[src/rtl/vec_addr_gen.sv]
module vec_addr_gen #(
  parameter int VLEN = 256
) (
  input  logic            clk,
  input  logic            rst,
  input  logic            in_valid,
  input  logic [31:0]     insn,
  input  logic [VLEN-1:0] base_vec,
  input  logic [VLEN-1:0] ofs_vec,
  output logic [VLEN-1:0] res_vec,
  output logic [4:0]      rd_idx,
  output logic            out_valid,
  output logic            out_illegal
);
  localparam int NLANE = VLEN / 64;

  logic            match;
  logic [1:0]      kind;
  logic [1:0]      sh;
  logic [VLEN-1:0] sum;

  assign match = (insn[31:24] == 8'h04) && insn[21] && (insn[15:12] == 4'b1010);
  assign kind  = insn[23:22];
  assign sh    = insn[11:10];

  for (genvar g = 0; g < NLANE; g++) begin : g_lane
    logic [63:0] b, o, ext;
    logic [31:0] lo, hi;
    assign b   = base_vec[g*64 +: 64];
    assign o   = ofs_vec[g*64 +: 64];
    assign ext = (kind == 2'b00) ? {{32{o[31]}}, o[31:0]} :
                 (kind == 2'b01) ? {32'b0, o[31:0]} : o;
    assign lo  = b[31:0]  + (o[31:0]  << sh);
    assign hi  = b[63:32] + (o[63:32] << sh);
    assign sum[g*64 +: 64] = (kind == 2'b10) ? {hi, lo} : b + (ext << sh);
  end

  always_ff @(posedge clk) begin
    if (rst) begin
      out_valid   <= 1'b0;
      out_illegal <= 1'b0;
      res_vec     <= '0;
      rd_idx      <= '0;
    end else begin
      out_valid   <= in_valid & match;
      out_illegal <= in_valid & ~match;
      if (in_valid) begin
        rd_idx  <= insn[4:0];
        res_vec <= match ? sum : '0;
      end
    end
  end
endmodule

[config.mk]
export PLATFORM = sky130hd
export DESIGN_NAME = vec_addr_gen
export DESIGN_NICKNAME = d
export VERILOG_FILES = /design/src/rtl/vec_addr_gen.sv
export SDC_FILE = /design/constraint.sdc
export NUM_CORES = 2
export LEC_CHECK = 0
export ABC_AREA = 1
export CAP_MARGIN = 15
export CORE_AREA = 2 2 315 317
export CTS_CLUSTER_SIZE = 24
export DETAILED_ROUTE_END_ITERATION = 10
export DIE_AREA = 0 0 317 319
export DONT_BUFFER_PORTS = 1
export PLACE_DENSITY_LB_ADDON = 0.3
export SYNTH_ARGS = -nofsm -noshare
export SYNTH_HDL_FRONTEND = slang
export SYNTH_SLANG_ARGS = --single-unit
[constraint.sdc]
create_clock -name clk -period 4.8 [get_ports clk]
set_clock_uncertainty 0.2 [all_clocks]
set_input_delay 0.24 -clock clk [delete_from_list [all_inputs] [get_ports clk]]
set_output_delay 0.24 -clock clk [all_outputs]
set_load 0.01 [all_outputs]
; Word-level counts from Yosys, hierarchy flattened
; Index checks and enable logic that the tools add are counted.
[word_totals]
ff_bits = 263
latchBits = 0
ramBits = 0
romBits = 0
in_bits = 547
out_inout_bits = 263
elab_cells = 51
mem_count = 0
[classes]
add_sub_neg = 12
multipliers = 0
div = 0
magnitude_cmp = 0
eq_ne = 4
shifts = 12
muxes = 13
bitwise_logic = 3
reduce_logical = 3
[op_table]
columns = operator, count
row1 = $mux 64, 12
row2 = $add 32x32->32, 8
row3 = $add 64x64->64, 4
row4 = $mux 256, 1
row5 = $shl 32x2->32, 8
row6 = $shl 64x2->64, 4
row7 = $eq 8x3->1 const B, 1
row8 = $eq 4x4->1 const B, 1
row9 = $and 1x1->1, 2
row10 = $eq 2x1->1 const B, 1
row11 = $eq 2x2->1 const B, 1
row12 = $logic_and 1x1->1, 2
row13 = $logic_not 2->1, 1
row14 = $not 1->1, 1

; Depth between registers and ports, before layout
[logic_depth]
ltp_word = 7
mapped_depth = 26
depth_no_buf = 24

; Least setup slack after synthesis
; Ideal clock, no wire load.
[synth_timing]
path_kind = input-to-reg
start = input port insn[10]
end = register res_vec[155]
setup_time_ns = 0.113
t_arrival_ns = 2.934
required_time_ns = 4.487
setup_slack_ns = 1.553
cell_stages = 18
n_path_buf = 5
path_cell_list = buf_2 buf_4 buf_4 buf_2 buf_2 mux2i_1 o22ai_1 ha_1 or2_2 nand3_1 nand2_1 nand2_1 nand2_1 nand2_1 nand2_1 or2_2 nand3_1 nand2_1
[synth_between]
elab_chain_cells = 4
elab_cells_between_ends = 6
classes_between = 2 x add/sub / 2 x shift / 2 x mux
[synth_rtl]
columns = element, line
row1 = from (decl), 7  ; input logic [31:0] insn,
row2 = $shl 64x2->64 / $shl 32x2->32 (equally long branches), "35, 33"
row3 = $add 64x64->64 / $add 32x32->32 (equally long branches), "35, 33"
row4 = $mux 64 (*), 35  ; assign sum[g*64 +: 64] = (kind == 2'b10) ? {hi, lo} : b + (ext << sh);
row5 = $mux 256 (*), 49  ; res_vec <= match ? sum : '0;
row6 = to (signal assigned), 49
row7 = to (decl), 10  ; output logic [VLEN-1:0] res_vec,
; Every way passes the cells marked *; elsewhere a longest branch is shown, timed or not.
; A chain may end at the register's enable or synchronous reset.

; Worst setup path in the final report
[layout_timing]
start = input port insn[10]
end = register res_vec[243]
[layout_between]
elab_chain_cells = 4
elab_cells_between_ends = 6
classes_between = 2 x add/sub / 2 x shift / 2 x mux
[layout_rtl]
columns = element, line
row1 = $shl 64x2->64 / $shl 32x2->32 (equally long branches), "35, 34"
row2 = $add 64x64->64 / $add 32x32->32 (equally long branches), "35, 34"
row3 = $mux 64 (*), 35
row4 = $mux 256 (*), 49
; Marks and branches as above.

==> results.txt <==
EDFF count, synth - 0
CTS Buf Count - 36
relative slew slack - 22.6%
sw frac - 49.0%
clock period minus worst slack - 4270 ps
row cnt - 115
Syn Area/Cell - 5.33 sq um
vias in the first global route - 54200
routability cong. - 1.11
Power Density - 232 mW/mm^2
static leakage - 29.3 nW
FF+latch count, synth - 263
post-synthesis sequential area ratio - 11.1%
area fraction of the dominant cell type after synthesis - 26.6%
clock root buffer - clkbuf_16
most frequent cells in the layout - 3366 x nand2_1, 1352 x inv_1, 706 x a21oi_1
max-cap viol count - 0
Synth Flop Type - dfxtp_1
worst slew pin tran - 1160 ps
clk_lat worst skew - 630 ps
Netlist cell types - 46
CTS Buffer Depth - 3
internal power - 6.11 mW
Die ar. - 0.101 sq mm
Synth warnings - 0
fillers - 10600
die height - 319 um
Worst Hold Class - input port to register
vias per cell - 5.76
WL/cell - 22.4 um
core area - 0.0977 sq mm
DRC Markers - 0
PortBufs - 0
dpl hpwl - 191 mm
CP startpoint kind - input port
mapped cell area - 0.0475 sq mm
RSZ-0062 raised after global routing - false
Clk pin slew, worst setup/hold paths - 60 ps
DRT Wirelength - 231 mm
chip width - 317 um
Total Power - 12.0 mW
Psw - 5.88 mW
commonest non-fill, non-tap cell in the layout - nand2_1
Initial Util - 48.7%
I/O pin count - 810
fraction of layout cells with a size suffix above 1 - 1.85%
CP Capture Type - register
crit path DAT - 4590 ps
Tot GR Track Use - 43.5%
setup tns final - 0 ps
area of the multi-input gates - 0.0362 sq mm
first-pass GRT wire length - 333 mm
sequential power share - 18.3%
Hold Fails Final Rpt - 2
via count - 59200
clock share of power - 25.3%
worst hold path stage count - 6
Final nets - 9884
fin crit share - 88.9%
Post-Layout Cell Count - 10300
status - finished with violations
total setup buffers inserted after CTS - 0
Synth area leader - nand2_1
worst-path fanout max - 369
first drt pass iteration count - 8
Final setup viols - 0
Routed Antenna Nets - 0
Sink Count - 263
post-placement cell count - 10000
initial antenna violation count - 30
WP data required - 5120 ps
GRT overflow - 0
Syn Nets - 9858
Logic pwr share - 56.5%
VDD IR max - 0.000251 V
failing checks - hold timing
Syn-to-layout area delta - 8.55%
H-tree levels - 2
CTS tree - done
Setup Crit Path Kind - input port to register
post_cts resized - 0
Starting DRT DRC Count - 6561
WHS - -6.83 ps
largest net degree at the start of global routing - 370
Cells after Synth - 8924
largest cells by area after synthesis - nand2_1 27%, dfxtp_1 11%, inv_1 11%
register area - 0.00527 sq mm
FMAX - 234 MHz
Final Max Tran Viols - 0
r2r worst-path depth - 3
Async S/R FF share, synth - 0%
## final timing paths
path                 start      endpoint  slack [ps]
min          base_vec[252]  res_vec[252]          -7
min reg2reg   res_vec[169]  res_vec[169]         300
max reg2reg   res_vec[137]  res_vec[137]        3270
max               insn[10]  res_vec[243]         530
## synth_stat cells, types with 17 or more instances
| master | instances |
|---|---|
| nor2_1 | 700 |
| nand4_1 | 28 |
| nand2_1 | 3366 |
| mux2i_1 | 439 |
| a32o_1 | 18 |
| nand3b_1 | 17 |
| buf_1 | 33 |
| o21ai_0 | 546 |
| nor3_1 | 76 |
| o21bai_1 | 58 |
| dfxtp_1 | 263 |
| nand3_1 | 547 |
| buf_2 | 67 |
| a21oi_1 | 706 |
| buf_4 | 18 |
| or2_2 | 59 |
| ha_1 | 379 |
| clkbuf_1 | 104 |
| inv_1 | 1353 |
## sequential cells by signal (all words and copies together) (netlist names)
| name | count |
|---|---|
| out_illegal | 1 |
| rd_idx | 5 |
| res_vec | 256 |
| out_valid | 1 |
## cell families (layout without fill, tap and decap cells)
group	count (synthesis)	after routing	share of synthesized area, %
multiplexers	439	439	9.24
flip-flops	263	263	11.1
other	0	25	0
adder cells (fa/ha/maj)	387	387	10.3
XOR/XNOR	21	21	0.387
buffers and inverters	1581	1630	12.8
AO/OA/AOI/OAI	1408	1408	15.6
AND/OR/NAND/NOR	4825	4825	40.5
## per-layer routing
metal	wire length, um	share of wire (%)	global-route usage, %	vias up
li1	-	-	-	28600
met1	89400	39	52.1	26500
met2	97500	42	66.9	3288
met3	27200	12	14.1	827
met4	16500	7.1	26.6	20
met5	149	0.065	0.193	-
## cell type report
cell class                      count  area share [%]
Clock buffer                       46            1.92
Tap cell                         1287            3.12
Inverter                         1357            9.90
Sequential cell                   263            10.2
Antenna cell                       25           0.121
Multi-Input combinational cell   7080            70.2
Timing Repair Buffer              212            4.07
Clock inverter                     15           0.512
## what timing repair did
action                                  in CTS  in global routing
endpoints found under the hold margin      242                  0
hold buffers                               175                  0
endpoints found under the setup margin       0                  0
## critical path: stages
cell and delay, ps:
inv_6 560, nand2_1 720, o22ai_1 430, ha_1 320, a21oi_1 140, nand2_1 170
nand2_1 100, nand2_1 120, nand2_1 90, nand2_1 160, nand2_1 100, nand2_1 210
nand3_1 170, nand2_1 60, nand2_1 50, nand3_1 220, nand2_1 240, nand2_1 70
## power by group through the flow
stage	Clock (mW)	Combinational, mW	Sequential (mW)
after CTS	3.04	6.55	2.19
after floorplan	0	4.60	2.24
after global placement	0	6.33	2.24
after detailed placement	0	6.36	2.24
after global routing	3.10	7.41	2.19
final	3.03	6.77	2.19
## stage by stage
stage | hold slack, ps | instance area [sq um] | setup WS (ps) | util, %
after floorplan | 181 | 47500 | 1550 | -
after global placement | 131 | 48500 | 437 | 49.7
after detailed placement | 135 | 48500 | 396 | 49.7
after CTS | 0.963 | 51500 | 1050 | 52.8
after global routing | 28.9 | 51600 | 598 | 52.8
final | -6.83 | 51600 | 531 | 52.8
(Power assumes the default switching activity.)
